`src/rtl/ampctl_pkg.sv`:
```
package ampctl_pkg;

  localparam int N_CH    = 4;
  localparam int CH_W    = 5;
  localparam int FLAGS_W = N_CH * CH_W;
  localparam int SNAP_W  = N_CH * 8;

  typedef enum logic [2:0] {
    S_IDLE, S_ADDR, S_ACK, S_WR, S_RD, S_RACK, S_SKIP
  } bus_st_t;

  typedef struct packed {
    logic stby_off;
    logic diag_en;
    logic offs_en;
    logic front_g16;
    logic rear_g16;
    logic front_unm;
    logic rear_unm;
    logic clip10;
    logic line_drv;
    logic he_right;
    logic he_left;
  } ctrl_t;

  // Instruction bytes -> control lines
  function automatic ctrl_t decode_ctrl(input logic [7:0] ia, input logic [7:0] ib);
    ctrl_t c;
    c.diag_en   = ia[6];
    c.offs_en   = ia[5];
    c.front_g16 = ia[4];
    c.rear_g16  = ia[3];
    c.front_unm = ia[2];
    c.rear_unm  = ia[1];
    c.clip10    = ia[0];
    c.stby_off  = ib[4];
    c.line_drv  = ib[3];
    c.he_right  = ib[1];
    c.he_left   = ib[0];
    return c;
  endfunction

  // Status bytes, first byte in the top octet
  function automatic logic [SNAP_W-1:0] pack_diag(
    input logic [FLAGS_W-1:0] f,
    input logic thermal, input logic done, input logic offs,
    input logic stby, input logic diag);
    logic [7:0] b1, b2, b3, b4;
    b1 = {thermal, done, 1'b0, f[4:0]};
    b2 = {offs, 2'b00, f[9:5]};
    b3 = {stby, diag, 1'b0, f[14:10]};
    b4 = {3'b000, f[19:15]};
    return {b1, b2, b3, b4};
  endfunction

  // Select byte i (0 = first sent) of a snapshot
  function automatic logic [7:0] pick_byte(input logic [SNAP_W-1:0] w, input logic [1:0] i);
    logic [SNAP_W-1:0] t;
    t = w << {i, 3'b000};
    return t[SNAP_W-1 -: 8];
  endfunction

endpackage

```
`src/rtl/amp_i2c_sync.sv`:
```
module amp_i2c_sync #(
  parameter int STAGES = 2
) (
  input  logic clk,
  input  logic rst_n,
  input  logic scl_i,
  input  logic sda_i,
  output logic scl_s,
  output logic sda_s,
  output logic scl_rise,
  output logic scl_fall,
  output logic start_ev,
  output logic stop_ev
);
  localparam int NLINE = 2;

  logic [NLINE-1:0] raw;
  logic [NLINE-1:0] now_v;
  logic [NLINE-1:0] old_v;

  assign raw = {sda_i, scl_i};

  for (genvar g = 0; g < NLINE; g++) begin : g_line
    logic [STAGES:0] pipe;
    always_ff @(posedge clk or negedge rst_n) begin
      if (!rst_n) pipe <= '1;
      else        pipe <= {pipe[STAGES-1:0], raw[g]};
    end
    assign now_v[g] = pipe[STAGES-1];
    assign old_v[g] = pipe[STAGES];
  end

  assign scl_s    = now_v[0];
  assign sda_s    = now_v[1];
  assign scl_rise = now_v[0] & ~old_v[0];
  assign scl_fall = ~now_v[0] & old_v[0];
  assign start_ev = now_v[0] & old_v[0] & old_v[1] & ~now_v[1];
  assign stop_ev  = now_v[0] & old_v[0] & ~old_v[1] & now_v[1];

endmodule

```
`src/rtl/amp_i2c_engine.sv`:
```
module amp_i2c_engine
  import ampctl_pkg::*;
#(
  parameter logic [6:0] DEV_ADDR = 7'h6C
) (
  input  logic              clk,
  input  logic              rst_n,
  input  logic              scl_s,
  input  logic              sda_s,
  input  logic              scl_rise,
  input  logic              scl_fall,
  input  logic              start_ev,
  input  logic              stop_ev,
  input  logic [SNAP_W-1:0] tx_snap,
  output logic              sda_oe,
  output logic              snap_load,
  output logic              ia_stb,
  output logic              ib_stb,
  output logic [7:0]        rx_data,
  output logic              rd_busy,
  output logic              rearm
);
  bus_st_t    st;
  logic [3:0] bit_cnt;
  logic [7:0] sh;
  logic [2:0] byte_idx;
  logic       ack_en, rw, addr_done, rd_full, m_ack;

  logic       rx_phase, rx_last, addr_match;
  logic [7:0] nxt_byte;

  assign rx_phase   = (st == S_ADDR) || (st == S_WR);
  assign rx_last    = rx_phase && scl_rise && (bit_cnt == 4'd7);
  assign rx_data    = {sh[6:0], sda_s};
  assign addr_match = (rx_data[7:1] == DEV_ADDR);
  assign snap_load  = rx_last && (st == S_ADDR) && addr_match && sda_s;
  assign ia_stb     = rx_last && (st == S_WR) && (byte_idx == 3'd0);
  assign ib_stb     = rx_last && (st == S_WR) && (byte_idx == 3'd1);
  assign rd_busy    = (st == S_RD) || (st == S_RACK);
  assign nxt_byte   = pick_byte(tx_snap, byte_idx[1:0] + 2'd1);

  always_ff @(posedge clk or negedge rst_n) begin
    if (!rst_n) begin
      st <= S_IDLE; bit_cnt <= '0; sh <= '0; byte_idx <= '0;
      ack_en <= 1'b0; rw <= 1'b0; addr_done <= 1'b0; rd_full <= 1'b0;
      m_ack <= 1'b0; sda_oe <= 1'b0; rearm <= 1'b0;
    end else begin
      rearm <= 1'b0;
      if (start_ev) begin
        st <= S_ADDR; bit_cnt <= '0; byte_idx <= '0;
        addr_done <= 1'b0; rd_full <= 1'b0; sda_oe <= 1'b0;
      end else if (stop_ev) begin
        st <= S_IDLE; sda_oe <= 1'b0;
        rearm <= rd_full; rd_full <= 1'b0;
      end else begin
        case (st)
          S_ADDR, S_WR: begin
            if (scl_rise && bit_cnt < 4'd8) begin
              sh      <= rx_data;
              bit_cnt <= bit_cnt + 4'd1;
              if (bit_cnt == 4'd7) begin
                if (st == S_ADDR) begin
                  ack_en <= addr_match;
                  rw     <= sda_s;
                end else begin
                  ack_en <= (byte_idx < 3'd2);
                end
              end
            end
            if (scl_fall && bit_cnt == 4'd8) begin
              bit_cnt <= '0;
              if (ack_en) begin st <= S_ACK; sda_oe <= 1'b1; end
              else        st <= S_SKIP;
            end
          end
          S_ACK: begin
            if (scl_fall) begin
              bit_cnt <= '0;
              if (!addr_done) begin
                addr_done <= 1'b1;
                if (rw) begin
                  st     <= S_RD;
                  sh     <= pick_byte(tx_snap, 2'd0);
                  sda_oe <= ~tx_snap[SNAP_W-1];
                end else begin
                  st     <= S_WR;
                  sda_oe <= 1'b0;
                end
              end else begin
                byte_idx <= byte_idx + 3'd1;
                st       <= S_WR;
                sda_oe   <= 1'b0;
              end
            end
          end
          S_RD: begin
            if (scl_fall) begin
              if (bit_cnt == 4'd7) begin
                st <= S_RACK; sda_oe <= 1'b0;
              end else begin
                sh      <= {sh[6:0], 1'b0};
                sda_oe  <= ~sh[6];
                bit_cnt <= bit_cnt + 4'd1;
              end
            end
          end
          S_RACK: begin
            if (scl_rise) begin
              m_ack <= ~sda_s;
              if (byte_idx == 3'd3) rd_full <= 1'b1;
            end
            if (scl_fall) begin
              if (m_ack && byte_idx < 3'd3) begin
                byte_idx <= byte_idx + 3'd1;
                st       <= S_RD;
                sh       <= nxt_byte;
                sda_oe   <= ~nxt_byte[7];
                bit_cnt  <= '0;
              end else begin
                st <= S_SKIP;
              end
            end
          end
          default: ;
        endcase
      end
    end
  end

  // the line is pulled low only while acknowledging or sending data
  a_r2_oe_phase: assert property (@(posedge clk) disable iff (!rst_n)
    sda_oe |-> (st == S_ACK || st == S_RD));

  // the driven data never moves while SCL is high
  a_r8_sda_low_scl: assert property (@(posedge clk) disable iff (!rst_n)
    !$stable(sda_oe) |-> !scl_s);

  // re-arm strobe lasts a single clock
  a_r10_rearm_pulse: assert property (@(posedge clk) disable iff (!rst_n)
    rearm |=> !rearm);

  // after a host NACK the block stays silent
  a_r11_skip_silent: assert property (@(posedge clk) disable iff (!rst_n)
    (st == S_SKIP) |-> !sda_oe);

endmodule

```
`src/rtl/amp_i2c_regs.sv`:
```
module amp_i2c_regs
  import ampctl_pkg::*;
(
  input  logic               clk,
  input  logic               rst_n,
  input  logic               ia_stb,
  input  logic               ib_stb,
  input  logic [7:0]         rx_data,
  input  logic               snap_load,
  input  logic               rd_busy,
  input  logic [FLAGS_W-1:0] ch_flags,
  input  logic               thermal_warn,
  input  logic               diag_done,
  input  logic               offs_active,
  output ctrl_t              ctrl,
  output logic [SNAP_W-1:0]  snap
);
  logic [7:0] ia_q, ib_q;

  always_ff @(posedge clk or negedge rst_n) begin
    if (!rst_n) begin
      ia_q <= '0;
      ib_q <= '0;
      snap <= '0;
    end else begin
      if (ia_stb)    ia_q <= rx_data;
      if (ib_stb)    ib_q <= rx_data;
      if (snap_load) snap <= pack_diag(ch_flags, thermal_warn, diag_done,
                                       offs_active, ctrl.stby_off, ctrl.diag_en);
    end
  end

  assign ctrl = decode_ctrl(ia_q, ib_q);

  // the snapshot is frozen while bytes are being sent
  a_r9_snap_frozen: assert property (@(posedge clk) disable iff (!rst_n)
    rd_busy |=> $stable(snap));

  // controls move only on an accepted instruction byte
  a_r6_ctrl_hold: assert property (@(posedge clk) disable iff (!rst_n)
    !(ia_stb || ib_stb) |=> $stable(ctrl));

endmodule

```
`src/rtl/amp_i2c_ctrl.sv`:
```
module amp_i2c_ctrl
  import ampctl_pkg::*;
#(
  parameter logic [6:0] DEV_ADDR    = 7'h6C,
  parameter int         SYNC_STAGES = 2
) (
  input  logic               clk,
  input  logic               rst_n,
  input  logic               scl_i,
  input  logic               sda_i,
  output logic               sda_oe,
  input  logic [FLAGS_W-1:0] ch_flags,
  input  logic               thermal_warn,
  input  logic               diag_done,
  input  logic               offs_active,
  output logic               stby_off,
  output logic               diag_en,
  output logic               offs_en,
  output logic               front_g16,
  output logic               rear_g16,
  output logic               front_unmute,
  output logic               rear_unmute,
  output logic               clip_10pct,
  output logic               line_drv_diag,
  output logic               he_right,
  output logic               he_left,
  output logic               diag_rearm
);
  logic scl_s, sda_s, scl_rise, scl_fall, start_ev, stop_ev;
  logic snap_load, ia_stb, ib_stb, rd_busy;
  logic [7:0] rx_data;
  logic [SNAP_W-1:0] snap;
  ctrl_t ctrl;

  amp_i2c_sync #(.STAGES(SYNC_STAGES)) u_sync (
    .clk(clk), .rst_n(rst_n), .scl_i(scl_i), .sda_i(sda_i),
    .scl_s(scl_s), .sda_s(sda_s), .scl_rise(scl_rise), .scl_fall(scl_fall),
    .start_ev(start_ev), .stop_ev(stop_ev));

  amp_i2c_engine #(.DEV_ADDR(DEV_ADDR)) u_eng (
    .clk(clk), .rst_n(rst_n), .scl_s(scl_s), .sda_s(sda_s),
    .scl_rise(scl_rise), .scl_fall(scl_fall), .start_ev(start_ev),
    .stop_ev(stop_ev), .tx_snap(snap), .sda_oe(sda_oe),
    .snap_load(snap_load), .ia_stb(ia_stb), .ib_stb(ib_stb),
    .rx_data(rx_data), .rd_busy(rd_busy), .rearm(diag_rearm));

  amp_i2c_regs u_regs (
    .clk(clk), .rst_n(rst_n), .ia_stb(ia_stb), .ib_stb(ib_stb),
    .rx_data(rx_data), .snap_load(snap_load), .rd_busy(rd_busy),
    .ch_flags(ch_flags), .thermal_warn(thermal_warn), .diag_done(diag_done),
    .offs_active(offs_active), .ctrl(ctrl), .snap(snap));

  assign stby_off      = ctrl.stby_off;
  assign diag_en       = ctrl.diag_en;
  assign offs_en       = ctrl.offs_en;
  assign front_g16     = ctrl.front_g16;
  assign rear_g16      = ctrl.rear_g16;
  assign front_unmute  = ctrl.front_unm;
  assign rear_unmute   = ctrl.rear_unm;
  assign clip_10pct    = ctrl.clip10;
  assign line_drv_diag = ctrl.line_drv;
  assign he_right      = ctrl.he_right;
  assign he_left       = ctrl.he_left;

  // a strobe is always preceded by a STOP seen on the bus
  a_r10_rearm_after_stop: assert property (@(posedge clk) disable iff (!rst_n)
    diag_rearm |-> $past(stop_ev));

endmodule

```
`config.mk`:
```
export PLATFORM = sky130hd
export DESIGN_NAME = amp_i2c_ctrl
export DESIGN_NICKNAME = d
export VERILOG_FILES = /design/src/rtl/ampctl_pkg.sv /design/src/rtl/amp_i2c_sync.sv /design/src/rtl/amp_i2c_engine.sv /design/src/rtl/amp_i2c_regs.sv /design/src/rtl/amp_i2c_ctrl.sv
export SDC_FILE = /design/constraint.sdc
export NUM_CORES = 1
export LEC_CHECK = 0
export BUFFER_PORTS_ARGS = -buffer_cell sky130_fd_sc_hd__buf_2
export CORE_MARGIN = 2
export CORE_UTILIZATION = 45
export CTS_CLUSTER_DIAMETER = 150
export DETAILED_ROUTE_END_ITERATION = 16
export PLACE_DENSITY = 0.62
export SYNTH_ARGS = -nofsm -noshare
export SYNTH_HDL_FRONTEND = slang
export SYNTH_SLANG_ARGS = --single-unit
```
`constraint.sdc`:
```
create_clock -name clk -period 3.45 [get_ports clk]
set_input_delay 0.8625 -clock clk [delete_from_list [all_inputs] [get_ports clk]]
set_output_delay 0.8625 -clock clk [all_outputs]
set_load 0.1 [all_outputs]
```
-- Word-level counts from Yosys, hierarchy flattened
Cells that the tools add are included.
- logic and storage cells: 167
- output and inout port bits: 13
- bits in read-only memories: 0
- flip-flop bits (word level): 67
- RAM bits: 0
- memories kept: 0
- bits of input ports: 27
- latch bits: 0
- muxes and demuxes: 62
- eq/ne operators: 33
- multiply operators: 0
- bitwise gates (word level): 16
- divide/modulo/power cells: 0
- shifts and indexed selects: 1
- add/sub/neg operators: 3
- reductions and logical operators: 33
- order comparisons: 3
- operators by type and width (operator ; count):
    $mux 7 ; 8
    $mux 3 ; 16
    $mux 4 ; 9
    $shl 32x5->32 ; 1
    $pmux 7 s4 ; 1
    $mux 1 ; 23
    $ne 4x3->1 const B ; 5
    $reduce_and 6->1 ; 3
    $pmux 4 s4 ; 1
    $ne 3x2->1 const B ; 4
    $pmux 3 s4 ; 1
    $reduce_bool 3->1 ; 4
    $logic_and 1x1->1 ; 11
    $reduce_and 11->1 ; 1
    $ne 2x1->1 const B ; 5
    $eq 3x2->1 const B ; 3
    $not 1->1 ; 9
    $ne 2x2->1 const B ; 4
    $ne 4x4->1 const B ; 2
    $reduce_and 8->1 ; 1
    $and 1x1->1 ; 7
    $eq 7x7->1 const B ; 1
    $reduce_and 7->1 ; 1
    $eq 3x1->1 const B ; 2
    other kinds (23) ; 28

-- Logic depth before layout (Yosys ltp)
Gate-level depths: netlist of run 1.
- depth after elaboration: 8
- mapped depth: 10
- mapped depth without buffers: 8

-- Hierarchy
A second synthesis of run 1 with hierarchy kept.
- cell total of the unflattened synthesis: 281
- area, all modules: 3520.9 µm²
- modules (own cells, without submodules) (module ; area each (µm²) ; cells each ; sequential area each (µm²) ; instances):
    amp_i2c_engine ; 1836.8 ; 187 ; 600.6 ; 1
    amp_i2c_regs ; 1493.9 ; 84 ; 900.9 ; 1
    amp_i2c_sync ; 190.2 ; 10 ; 157.7 ; 1

-- Least setup slack after synthesis of run 1
OpenSTA, ideal clock, no wires.
- kind: register to register
- start: register u_eng.byte_idx[0]
- end: register u_eng.sh[0]
- path buffers: 2
- library setup time: 0.125 ns
- period minus slack after synthesis: 2.247 ns
- arrival: 2.122 ns
- required time: 3.325 ns
- cell stages (with the launch flop): 11
- slack: 1.203 ns
- cells stage by stage: dfrtp_1 > buf_2 > inv_1 > ha_1 > clkbuf_1 > mux4_2 > nand2_1 > o21ai_0 > nand2_1 > o21ai_0 > mux2_2
- cells in the longest elaborated chain, start to end: 5
- elaborated cells on any way between the ends: 9
- those cells by class: 1 x add/sub; 1 x order compare; 1 x eq/ne; 1 x shift; 3 x mux; 2 x reduce/logical
- RTL lines (what ; RTL line ; text):
    from (decl) ; amp_i2c_engine.sv:26 ; logic [2:0] byte_idx;
    from (signal assigned) ; amp_i2c_engine.sv:90 ; byte_idx <= byte_idx + 3'd1;
    from (signal assigned) ; amp_i2c_engine.sv:114 ; byte_idx <= byte_idx + 3'd1;
    $add 2x1->2 ; amp_i2c_engine.sv:40 ; assign nxt_byte = pick_byte(tx_snap, byte_idx[1:0] + 2'd1);
    $shl 32x5->32 ; ampctl_pkg.sv:59 ; t = w << {i, 3'b000};
    $mux 7 ; amp_i2c_engine.sv:113 ; if (m_ack && byte_idx < 3'd3) begin
    $mux 7 ; amp_i2c_engine.sv:112 ; if (scl_fall) begin
    $pmux 7 s4 ; amp_i2c_engine.sv:56 ; case (st)
    to (signal assigned) ; amp_i2c_engine.sv:59 ; sh <= rx_data;
    to (signal assigned) ; amp_i2c_engine.sv:83 ; sh <= pick_byte(tx_snap, 2'd0);
    to (signal assigned) ; amp_i2c_engine.sv:116 ; sh <= nxt_byte;
    to (decl) ; amp_i2c_engine.sv:25 ; logic [7:0] sh;
Several ways; a longest one is shown, not always the timed one. The select of a mux whose other input is x is not followed.
A chain may end at the register's enable or synchronous reset.

-- Worst setup path after layout of run 1
- start: register u_eng.bit_cnt[0]
- end: register u_eng.sh[0]
- cells in the longest elaborated chain, start to end: 4
- elaborated cells on any way between the ends: 6
- those cells by class: 1 x order compare; 3 x eq/ne; 2 x reduce/logical
- RTL lines (what ; RTL line ; text):
    from (decl) ; amp_i2c_engine.sv:24 ; logic [3:0] bit_cnt;
    from (signal assigned) ; amp_i2c_engine.sv:60 ; bit_cnt <= bit_cnt + 4'd1;
    from (signal assigned) ; amp_i2c_engine.sv:103 ; bit_cnt <= bit_cnt + 4'd1;
    $lt 4x4->1 ; amp_i2c_engine.sv:58 ; if (scl_rise && bit_cnt < 4'd8) begin
    $logic_and 1x1->1 ; amp_i2c_engine.sv:58 ;
    $ne 2x1->1 (no source line) ; n/a ;
    $reduce_and 11->1 (no source line) (*) ; n/a ;
    to (signal assigned) ; amp_i2c_engine.sv:59 ;
    to (signal assigned) ; amp_i2c_engine.sv:83 ;
    to (signal assigned) ; amp_i2c_engine.sv:101 ; sh <= {sh[6:0], 1'b0};
Every way passes the cells marked *; elsewhere a longest branch is shown, timed or not.

==> results of run 1 <==
## layer usage
layer / GRT usage / vias up
met5: 0 / -
met4: 0.0808 / 0
met3: 0.0326 / 9
met2: 0.274 / 73
met1: 0.271 / 1173
li1: - / 1165
## cell type report
cell class / count / area share
Timing Repair Buffer: 43 / 0.0580
Clock inverter: 6 / 0.0235
Sequential cell: 66 / 0.427
Inverter: 13 / 0.0126
Clock buffer: 10 / 0.0329
Multi-Input combinational cell: 209 / 0.414
Tap cell: 99 / 0.0319
## worst min path at each step
stage                             startpoint                       end  slack, ns  depth (start not counted)
floorplan           u_sync.g_line[0].pipe[0]  u_sync.g_line[0].pipe[1]       0.35                          0
global placement    u_sync.g_line[1].pipe[0]  u_sync.g_line[1].pipe[1]       0.35                          0
detailed placement  u_sync.g_line[0].pipe[0]  u_sync.g_line[0].pipe[1]       0.35                          0
CTS                 u_sync.g_line[0].pipe[0]  u_sync.g_line[0].pipe[1]       0.36                          0
global route        u_sync.g_line[0].pipe[0]  u_sync.g_line[0].pipe[1]       0.36                          0
finish              u_sync.g_line[0].pipe[0]  u_sync.g_line[0].pipe[1]       0.36                          0
## stage by stage
stage / utilization / instances
after global placement: 0.502 / 430
after global routing: 0.532 / 446
after detailed placement: 0.502 / 430
after CTS: 0.532 / 446
final: 0.532 / 446
after floorplan: - / 298
## where the power goes
group / leakage, nW / internal, W / switching [W]
clock: 0.110 / 0.000410 / 0.000308
combinational: 0.796 / 0.000267 / 0.000411
sequential: 0.880 / 0.000875 / 0.000151
## registers in the layout, indices dropped and copies added (netlist names), 3 cells and up
signal	flops
u_eng.bit_cnt	4
u_eng.byte_idx	3
u_eng.sh	7
u_eng.st	3
u_regs.ia_q	7
u_regs.ib_q	4
u_regs.snap	25
u_sync.g_line.pipe	6
## critical path, delay by kind of cell, from the launching register on
| family | cells | cell delay (ns) |
|---|---|---|
| simple gates | 3 | 0.72 |
| fa+ha+maj | 1 | 0.23 |
| compound gates | 1 | 0.58 |
| flops | 1 | 0.39 |
| mux | 1 | 0.40 |
## cell usage in the layout (no fill, tap or decap), types with 4 or more instances in the layout
master and count:
o21ai_0 20, clkbuf_8 9, nor2_1 24, nand3_1 9, dfrtp_1 60, buf_2 39
dfstp_2 6, nand2b_1 6, mux2_2 14, mux2i_1 7, ha_1 6, nor3_1 4
nand2_1 23, buf_4 4, inv_1 12, mux2_4 20, nor2b_1 5, a21oi_1 11
## cell families (layout without fill, tap and decap cells)
kind of cell | after synthesis | in the layout | share of synthesized area
AOI/OAI and AO/OA | 67 | 67 | 0.143
xor gates and xnor gates | 1 | 1 | 0.00258
adders and majority gates | 6 | 6 | 0.0221
buffers and inverters | 23 | 72 | 0.0387
DFF | 66 | 66 | 0.488
muxes | 44 | 44 | 0.169
and+or+nand+nor | 91 | 91 | 0.137
==> metrics.md, run 1 <==
| Metric | Value |
|---|---|
| Met3 layer wire length in the routed design | `365 µm` |
| Resized cells post-CTS | `0` |
| Net count, final | `approximately 380` |
| FILL cells | `just under 700` |
| Final critical-path setup slack | `around 1.0 ns` |
| CP Capture Point | `u_eng.sh[0]` |
| Aggregate negative setup slack | `0 ns` |
| Diode count | `0` |
| Number of cells on the worst reg-to-reg path | `6` |
| Via density | `approximately 5.4` |
| Number of nets still failing antenna checks after routing | `0` |
| Post-CTS Setup Inserts | `0` |
| List of cells traversed by the critical path | `ha_1 -> and3b_1 -> nor4_1 -> nor3_2 -> a2111oi_4 -> mux2_2` |
| Leading cell types by count after synthesis | `60 x dfrtp_1, 24 x nor2_1, 23 x nand2_1, 20 x mux2_4, 20 x o21ai_0` |
| Worst Setup Slack post-DPL | `a little over 1 ns` |
| Synthesis Warnings | `0` |
| Overall power | `roughly 0.0024 W` |
| CP Launch Type | `register` |
| Number of hold-repair buffers added at the cts stage | `0` |
| Power density cells | `approximately 620 mW/mm²` |
| Crit path arrival time | `2.67 ns` |
| Relative slew slack | `0.519` |
| Transition time at the pin with the least slew margin | `a little over 0.7 ns` |
| Die extent in y | `between 90 and 100 µm` |
| Core outline area | `around 0.0073 mm²` |
| Static leakage | `around 1.8 nW` |
| R2r endpoint | `u_eng.sh[0]` |
| Uppermost layer routed | `met4` |
| Final HPWL from detailed placement | `5210 µm` |
| DR vias | `around 2400` |
| Unrepaired setup endpoints after global routing | `no` |
| Max Root-Sink Buffers | `2` |
| Post-Syn Area | `between 0.003 and 0.004 mm²` |
| Area overhead of the layout relative to synthesis | `14.3%` |
| Number of remaining DRC errors | `0` |
| Buffer cell driving the clock tree root | `clkbuf_8` |
| # IOs | `40` |
| Flop and latch count out of synthesis | `66` |
| Initial DRT Pass Iterations | `5` |
| Sequential cell area fraction in the yosys report | `0.488` |
| Sequential Area | `roughly 0.0017 mm²` |
| Crit. End Element | `register` |
| Number of standard cells after synthesis | `slightly below 300` |
| Finish-stage setup viols | `0` |
| Starting utilization of the core area | `0.466` |
| Hold Worst Slack | `about 0.36 ns` |
| Routed wire length | `about 7100 µm` |
| TritonCTS clock tree | `done` |
| Outcome | `finished clean` |
| Start-to-end type of the worst setup path | `reg2reg` |
| Main synth FF type | `dfrtp_1` |
| Classification of the worst-slack hold path | `reg2reg` |
| H-Tree Depth | `3` |
| Biggest fanout along the worst timing path | `12` |
| Maximum number of pins on one net before global-route repair | `34` |
| Cts bufs inserted | `9` |
| Startpoint of the worst-slack reg-to-reg timing path | `u_eng.bit_cnt[0]` |
| Die area | `between 0.008 and 0.009 mm²` |
| Peak supply drop | `between 0.2 and 0.3 mV` |
| Overall routing resource usage | `0.187` |
| Fin crit period | `2.44 ns` |
| Ratio of cells with drive above 1 in the final layout | `0.329` |
| Most common cell in the netlist | `dfrtp_1` |
| Area of the multi-input gates | `between 0.0015 and 0.002 mm²` |
| Post-synthesis cell type count | `59` |
| Average wire per cell in the routed design | `15.8 µm` |
| Area share of the leading cell type in the synthesized netlist | `0.442` |
| Number of placement rows | `31` |
| Async set or reset register ratio after synthesis | `1.00` |
| Fin. Hold Viols | `0` |
| Die boundary width | `90.9 µm` |
| Wire length on met1 | `~3500 µm` |
| Delay of the slowest critical-path stage | `approximately 0.58 ns` |
| Internal reg-to-reg setup slack | `between 1 and 1.5 ns` |
| Post-synth EDFFs | `0` |
| Grt ovf | `0` |
| CP required | `around 3.7 ns` |
| Fmax | `just over 400 MHz` |
| Setup crit start | `u_eng.bit_cnt[0]` |
| Cell Area, Placed | `between 0.003 and 0.004 mm²` |
| Cells taking the most area after synthesis | `dfrtp_1 44%, mux2_4 8.8%, dfstp_2 4.6%` |
| Sinks on Clock Net | `66` |
| Total nets after synthesis | `roughly 330` |
| Syn_area_per_cell | `between 10 and 15 µm²` |
| Max Slew Vio Count | `0` |
| Number of antenna violations at the first check in global routing | `0` |
| Max-cap viol count | `0` |
| Routability cong. | `around 0.86` |
| Number of port buffers | `39` |
| Clock latency on the worst-skew pair | `0.34 ns` |
| Clk slew on worst S/H paths | `about 0.07 ns` |
| DRT iter0 DRCs | `164` |
| Number of global-route vias before repair | `2446` |
| Setup skew after layout | `approximately 0.011 ns` |
| Met2 Routed Length | `3090 µm` |
| Cell type of the slowest stage on the worst timing path | `a2111oi_4` |
| Finished layout cell area | `0.00388 mm²` |
| Wire length of the first global-routing pass | `about 12000 µm` |
| Library cell with the largest summed area after synthesis | `dfrtp_1` |
| Fin crit share | `0.706` |
Power figures use the tool's default switching activity.
==> run 2: changes to the inputs <==
Clock period 3.45 ns to 2.3 ns, I/O delays scaled along.
==> run 2 against run 1 <==
  * Sequential power grew 47%
  * Final area grew 3.0%
  * Fmax rose by 14%
  * Sequential share of layout area fell by 1.2 points
  * Power rose by 55%
  * Combinational power up 67%
  * Hold slack got worse by 0.15 ns
  * Non-clock buffer count increased by 9
  * Cell count rose by 2.0%
  * Die area stayed put
==> metrics.md, run 2 (same netlist as run 1, synthesis figures left out) <==
| Metric | Value |
|---|---|
| Outcome | `finished clean` |
| Ratio of cells with drive above 1 in the final layout | `0.354 (+0.0254)` |
| Buffer cell driving the clock tree root | `clkbuf_8` |
| Largest registers | `u_regs.snap x25, u_eng.sh x7, u_regs.ia_q x7` |
| Internal Pwr Total | `0.00239 W (+54%)` |
| Clock latency on the worst-skew pair | `0.36 ns (+0.02 ns)` |
| Aggregate negative setup slack | `0 ns (unchanged)` |
| Sequential Area | `0.00166 mm² (unchanged)` |
| Number of cells in the finished layout apart from fillers | `455 (+2.0%)` |
| Crit path arrival time | `2.36 ns (-0.31 ns)` |
| Routed wire length | `7130 µm (+1.1%)` |
| CP required | `2.53 ns (-1.15 ns)` |
| Finish-stage setup viols | `0 (unchanged)` |
| Flip-flop count of the largest register after layout | `25 (unchanged)` |
| Internal reg-to-reg setup slack | `0.16 ns (-0.85 ns)` |
| Setup skew after layout | `0.0167 ns (+0.00596 ns)` |
| Area of the multi-input gates | `0.00163 mm² (+1.2%)` |
| Number of nets still failing antenna checks after routing | `0 (unchanged)` |
| Max-cap viol count | `0 (unchanged)` |
| Number of global-route vias before repair | `2499 (+2.2%)` |
| Relative slew slack | `0.677 (+0.158)` |
| Max Root-Sink Buffers | `2 (unchanged)` |
| Clk slew on worst S/H paths | `0.09 ns (+0.02 ns)` |
| Number of port buffers | `39 (unchanged)` |
| Average wire per cell in the routed design | `15.7 µm (-0.88%)` |
| Max Slew Vio Count | `0 (unchanged)` |
| TritonCTS clock tree | `done` |
| DRT iter0 DRCs | `171 (+4.3%)` |
| Area overhead of the layout relative to synthesis | `17.7%` |
| Number of hold-repair buffers added at the cts stage | `0 (unchanged)` |
| Die extent in y | `90.9 µm (unchanged)` |
| Routability cong. | `0.876 (+1.4%)` |
| Core outline area | `0.00729 mm² (unchanged)` |
| Number of placement rows | `31 (unchanged)` |
| Fin. Hold Viols | `0 (unchanged)` |
| Classification of the worst-slack hold path | `in2async` |
| Final HPWL from detailed placement | `5100 µm (-2.1%)` |
| Leading cell type in the layout, fill and taps excluded | `dfrtp_1` |
| Worst Setup Slack post-DPL | `0.175 ns (-0.841 ns)` |
| Switching part of the total | `0.362 (+0.00291)` |
| Sinks on Clock Net | `66 (unchanged)` |
| Die area | `0.00826 mm² (unchanged)` |
| Start-to-end type of the worst setup path | `reg2reg` |
| DR vias | `2451 (+1.3%)` |
| Biggest fanout along the worst timing path | `13 (+1)` |
| Net count, final | `384 (+2.4%)` |
| H-Tree Depth | `3 (unchanged)` |
| Transition time at the pin with the least slew margin | `0.488 ns (-0.233 ns)` |
| Register name with the most flops | `u_regs.snap` |
| Peak supply drop | `0.455 mV (+67%)` |
| Power density cells | `937 mW/mm² (+50%)` |
| Combinational cell fraction of total power | `0.301 (+0.021)` |
| Initial DRT Pass Iterations | `4 (-1)` |
| Net load switching power | `0.00136 W (+56%)` |
| Clk pwr share | `0.295 (about the same)` |
| Via density | `5.39 (-0.72%)` |
| # IOs | `40 (unchanged)` |
| Number of remaining DRC errors | `0 (unchanged)` |
| Static leakage | `1.84 nW (+3.2%)` |
| Maximum number of pins on one net before global-route repair | `67 (+97%)` |
| Die boundary width | `90.9 µm (unchanged)` |
| Final critical-path setup slack | `0.163 ns (-0.851 ns)` |
| Placed Instances | `439 (+2.1%)` |
| Starting utilization of the core area | `0.466 (unchanged)` |
| Overall routing resource usage | `0.187 (about the same)` |
| Part of the total power dissipated in sequential elements | `0.404 (-0.020)` |
| Cts bufs inserted | `9 (unchanged)` |
| Most used cells in the layout excluding fill and tap cells | `60 x dfrtp_1, 39 x buf_2, 24 x nor2_1, 23 x nand2_1` |
| Fin crit share | `0.929 (+0.223)` |
| FILL cells | `657 (-4.1%)` |
| Fmax | `468 MHz (+14%)` |
| CP Launch Type | `register` |
| Unrepaired setup endpoints after global routing | `no` |
| Diode count | `0 (unchanged)` |
| Fin crit period | `2.14 ns (-0.299 ns)` |
| Wire length of the first global-routing pass | `12400 µm (+1.4%)` |
| Crit. End Element | `register` |
| Number of antenna violations at the first check in global routing | `0 (unchanged)` |
| Grt ovf | `0 (unchanged)` |
==> run 2: cell types whose count changed in the layout (fill, tap and decap cells not counted), sizes merged <==
| cell | previous run | this run |
|---|---|---|
| clkbuf | 10 | 9 |
| clkinvlp | 0 | 1 |
| clkinv | 4 | 2 |
| inv | 13 | 15 |
| buf | 43 | 52 |
==> run 2: critical path: stages (launching register included) <==
cell	delay [ns]
dfrtp_1	0.55
nand2b_1	0.30
nor2_2	0.36
a22oi_1	0.16
o21ai_1	0.29
mux2_1	0.36
==> run 2: stage by stage <==
stage,hold slack [ns],instance area [µm²],utilization,total power (W)
floorplan,0.279,3400,-,0.00231
global placement,0.347,3760,0.515,0.00262
detailed placement,0.349,3760,0.515,0.00264
CTS,0.244,3980,0.546,0.00374
global route,0.241,4000,0.548,0.00398
finish,0.209,4000,0.548,0.00375
==> run 2: worst paths after layout <==
check | start | end | depth (start not counted)
worst min-delay path | rst_n | u_regs.ia_q[5] | 2
worst max-delay path | u_eng.st[1] | u_eng.byte_idx[2] | 5
worst max register to register | u_eng.st[1] | u_eng.byte_idx[2] | 5
min in group clk | sda_i | u_sync.g_line[1].pipe[0] | 1
worst min register to register | u_sync.g_line[1].pipe[0] | u_sync.g_line[1].pipe[1] | 0
max in group asynchronous | rst_n | u_sync.g_line[0].pipe[2] | 2
==> run 2: layout make-up <==
cell class	count	area share
clock buffer	9	0.0310
tap	99	0.0310
sequential	66	0.415
multi-input combinational	209	0.407
inverter	13	0.0122
clock inverter	7	0.0247
timing repair buffer	52	0.0795
==> run 2: power by group through the flow <==
| stage | Sequential [W] | Clock [W] | Combinational (W) |
|---|---|---|---|
| after global placement | 0.00153 | 0 | 0.00109 |
| after global routing | 0.00155 | 0.00117 | 0.00126 |
| after CTS | 0.00151 | 0.00112 | 0.00112 |
| after detailed placement | 0.00153 | 0 | 0.00111 |
| final | 0.00151 | 0.00110 | 0.00113 |
| after floorplan | 0.00151 | 0 | 0.000803 |
==> run 2: metal layers <==
| metal | GRT usage | share of wire |
|---|---|---|
| met3 | 0.0334 | 0.043 |
| met5 | 0 | 0 |
| met2 | 0.286 | 0.46 |
| met4 | 0.0606 | 0.010 |
| met1 | 0.270 | 0.49 |
==> run 2: timing repair <==
item                                    in CTS  in global routing
buffers inserted                             0                  0
endpoints found under the setup margin       0                  3
gates resized for setup                      0                  3
==> run 3: changes to the inputs <==
--- a/config.mk
+++ b/config.mk
@@ -8,8 +8,8 @@
 export BUFFER_PORTS_ARGS = -buffer_cell sky130_fd_sc_hd__buf_2
 export CORE_MARGIN = 2
-export CORE_UTILIZATION = 45
+export CORE_UTILIZATION = 58
 export CTS_CLUSTER_DIAMETER = 150
 export DETAILED_ROUTE_END_ITERATION = 16
-export PLACE_DENSITY = 0.62
+export PLACE_DENSITY = 0.77
 export SYNTH_ARGS = -nofsm -noshare
 export SYNTH_HDL_FRONTEND = slang
==> constraint.sdc (replaced) <==
create_clock -name clk -period 2.3 [get_ports clk]
set_input_delay 0.575 -clock clk [delete_from_list [all_inputs] [get_ports clk]]
set_output_delay 0.575 -clock clk [all_outputs]
set_load 0.01 [all_outputs]
==> run 3 against run 2 <==
  * Via count hardly changed
  * Sequential share of layout area up 0.67 points
  * Die area is 21% lower
  * Utilization grew 16 points
  * Cell count is 5.7% lower
  * Highest routed layer unchanged
  * Largest power group unchanged
  * Global-route usage increased by 6.4 points
  * Critical path depth up 2
  * Register-to-register slack about the same
  * Combinational power fell by 4%
  * Non-clock buffer count rose by 1
  * Largest cell class unchanged
  * Critical path type unchanged
  * Sequential power barely moved
  * Critical endpoint is now u_regs.snap[0]
==> metrics.md, run 3 (same netlist as run 1, synthesis figures left out) <==
| Metric | Value |
|---|---|
| Number of nets still failing antenna checks after routing | `0 (unchanged)` |
| Delay of the slowest critical-path stage | `0.38 ns (-0.17 ns)` |
| Overall routing resource usage | `0.251 (+0.0642)` |
| Start-to-end type of the worst setup path | `reg2reg` |
| FILL cells | `418 (-36%)` |
| CP Launch Type | `register` |
| Ratio of cells with drive above 1 in the final layout | `0.345 (-0.00939)` |
| Largest registers | `u_regs.snap x25, u_eng.sh x7, u_regs.ia_q x7` |
| Setup skew after layout | `0.00428 ns (-0.0125 ns)` |
| Routability cong. | `0.978 (+12%)` |
| Overall power | `0.00358 W (-4.5%)` |
| Fin. Hold Viols | `0 (unchanged)` |
| TritonCTS clock tree | `done` |
| Relative slew slack | `0.626 (-0.0516)` |
| Sequential Area | `0.00166 mm² (unchanged)` |
| Clock latency on the worst-skew pair | `0.34 ns (-0.02 ns)` |
| Transition time at the pin with the least slew margin | `0.561 ns (+0.0730 ns)` |
| Core outline area | `0.00557 mm² (-24%)` |
| Number of global-route vias before repair | `2464 (-1.4%)` |
| Combinational cell fraction of total power | `0.301 (about the same)` |
| Part of the total power dissipated in sequential elements | `0.418 (+0.014)` |
| Maximum number of pins on one net before global-route repair | `67 (unchanged)` |
| Most used cells in the layout excluding fill and tap cells | `60 x dfrtp_1, 39 x buf_2, 24 x nor2_1, 23 x nand2_1` |
| DR vias | `2452 (+0.041%)` |
| Fin crit share | `0.929 (about the same)` |
| Number of placement rows | `27 (-13%)` |
| Fmax | `468 MHz (about the same)` |
| Fin crit period | `2.14 ns (-0.000621 ns)` |
| Switching part of the total | `0.349 (-0.0134)` |
| Internal reg-to-reg setup slack | `0.16 ns (about the same)` |
| Post-CTS Setup Inserts | `0 (unchanged)` |
| Diode count | `0 (unchanged)` |
| Register name with the most flops | `u_regs.snap` |
| Finish-stage setup viols | `0 (unchanged)` |
| Worst Setup Slack post-DPL | `0.180 ns (+0.00501 ns)` |
| Outcome | `finished clean` |
| Number of hold-repair buffers added at the cts stage | `0 (unchanged)` |
| Static leakage | `1.84 nW (-0.41%)` |
| Buffer cell driving the clock tree root | `clkbuf_8` |
| Clk slew on worst S/H paths | `0.07 ns (-0.02 ns)` |
| Net count, final | `385 (+0.26%)` |
| Combined buffer and inverter count along the critical path | `1 (+1)` |
| Power density cells | `909 mW/mm² (-2.9%)` |
| Max Root-Sink Buffers | `2 (unchanged)` |
| Final critical-path setup slack | `0.163 ns (+0.000621 ns)` |
| Initial DRT Pass Iterations | `4 (unchanged)` |
| DRT iter0 DRCs | `263 (+54%)` |
| Number of remaining DRC errors | `0 (unchanged)` |
| Area of the multi-input gates | `0.00161 mm² (-1.2%)` |
| Net load switching power | `0.00125 W (-8.0%)` |
| Max Slew Vio Count | `0 (unchanged)` |
| Unrepaired setup endpoints after global routing | `no` |
| Kind of cell with the highest combined delay on the critical path | `simple AND/OR/NAND/NOR gates` |
| Wire length of the first global-routing pass | `11900 µm (-3.4%)` |
| Crit path arrival time | `2.37 ns (about the same)` |
| Cts bufs inserted | `9 (unchanged)` |
| Number of port buffers | `39 (unchanged)` |
| Internal Pwr Total | `0.00233 W (-2.5%)` |
| Die boundary width | `80.5 µm (-11%)` |
| Die extent in y | `80.5 µm (-11%)` |
| Peak supply drop | `0.771 mV (+69%)` |
| H-Tree Depth | `3 (unchanged)` |
| Routed wire length | `7240 µm (+1.5%)` |
| Cell type of the slowest stage on the worst timing path | `dfrtp_1` |
| List of cells traversed by the critical path | `ha_1 -> and3b_1 -> and3_4 -> and2_1 -> and3_1 -> buf_12 -> mux2_2` |
| Flip-flop count of the largest register after layout | `25 (unchanged)` |
| Sinks on Clock Net | `66 (unchanged)` |
| Classification of the worst-slack hold path | `in2async` |
| Number of antenna violations at the first check in global routing | `0 (unchanged)` |
| Crit. End Element | `register` |
| Clk pwr share | `0.282 (-0.013)` |
| Via density | `5.72 (+6.1%)` |
| Resized cells post-CTS | `0 (unchanged)` |
| # IOs | `40 (unchanged)` |
| Starting utilization of the core area | `0.609 (+0.144)` |
| Max-cap viol count | `0 (unchanged)` |
| Average wire per cell in the routed design | `16.9 µm (+7.7%)` |
| Biggest fanout along the worst timing path | `25 (+12)` |
| Aggregate negative setup slack | `0 ns (unchanged)` |
| Area overhead of the layout relative to synthesis | `15.8%` |
| Die area | `0.00649 mm² (-21%)` |
| Grt ovf | `0 (unchanged)` |
| Final HPWL from detailed placement | `5210 µm (+2.1%)` |
| CP required | `2.53 ns (about the same)` |
| Leading cell type in the layout, fill and taps excluded | `dfrtp_1` |
run 3: changes by cell type in the layout (fill, tap and decap cells not counted):
cell / previous run / this run
and3b_1: 1 / 2
clkbuf_8: 9 / 11
clkbuf_1: 0 / 2
inv_6: 2 / 1
clkinv_2: 1 / 0
nor4_2: 1 / 0
clkinv_4: 1 / 0
and3b_2: 1 / 0
a2111oi_2: 0 / 1
bufinv_16: 2 / 1
buf_4: 11 / 12
a2111oi_4: 3 / 2
nor4_1: 0 / 1
run 3: final cells by class:
cell class	instances	share of cell area
Timing Repair Buffer	53	0.0827
Clock inverter	3	0.0118
Sequential cell	66	0.422
Multi-Input combinational cell	209	0.408
Inverter	13	0.0124
Clock buffer	13	0.0404
Tap cell	72	0.0229
run 3: worst paths after layout:
| path | start | endpoint | cells past startpoint |
|---|---|---|---|
| setup / recovery | u_eng.bit_cnt[0] | u_regs.snap[0] | 7 |
| hold / removal | rst_n | u_regs.ia_q[4] | 2 |
| setup reg to reg | u_eng.bit_cnt[0] | u_regs.snap[0] | 7 |
| hold reg to reg | u_sync.g_line[0].pipe[0] | u_sync.g_line[0].pipe[1] | 0 |
| max in group asynchronous | rst_n | u_sync.g_line[0].pipe[1] | 2 |
| min in group clk | scl_i | u_sync.g_line[0].pipe[0] | 1 |
run 3: power groups by stage:
stage,clock [W],combinational [W],sequential (W)
floorplan,0,0.000802,0.00145
global placement,0,0.00105,0.00151
detailed placement,0,0.00107,0.00151
CTS,0.00103,0.00107,0.00149
global route,0.00108,0.00121,0.00152
finish,0.00101,0.00108,0.00149
run 3: layer usage:
metal	part of all wire	track usage	routed length, µm
met4	0.017	0.112	126
met5	0	0	0
met3	0.061	0.0663	444
met2	0.43	0.366	3120
met1	0.49	0.351	3540
run 3: metrics by stage:
stage / utilization / std cells / cell area, µm² / hold WS [ns]
6_report: 0.706 / 429 / 3940 / 0.237
5_1_grt: 0.706 / 429 / 3940 / 0.262
4_1_cts: 0.706 / 429 / 3940 / 0.241
3_5_place_dp: 0.669 / 413 / 3730 / 0.350
3_3_place_gp: 0.669 / 413 / 3730 / 0.350
2_1_floorplan: - / 298 / 3400 / 0.279
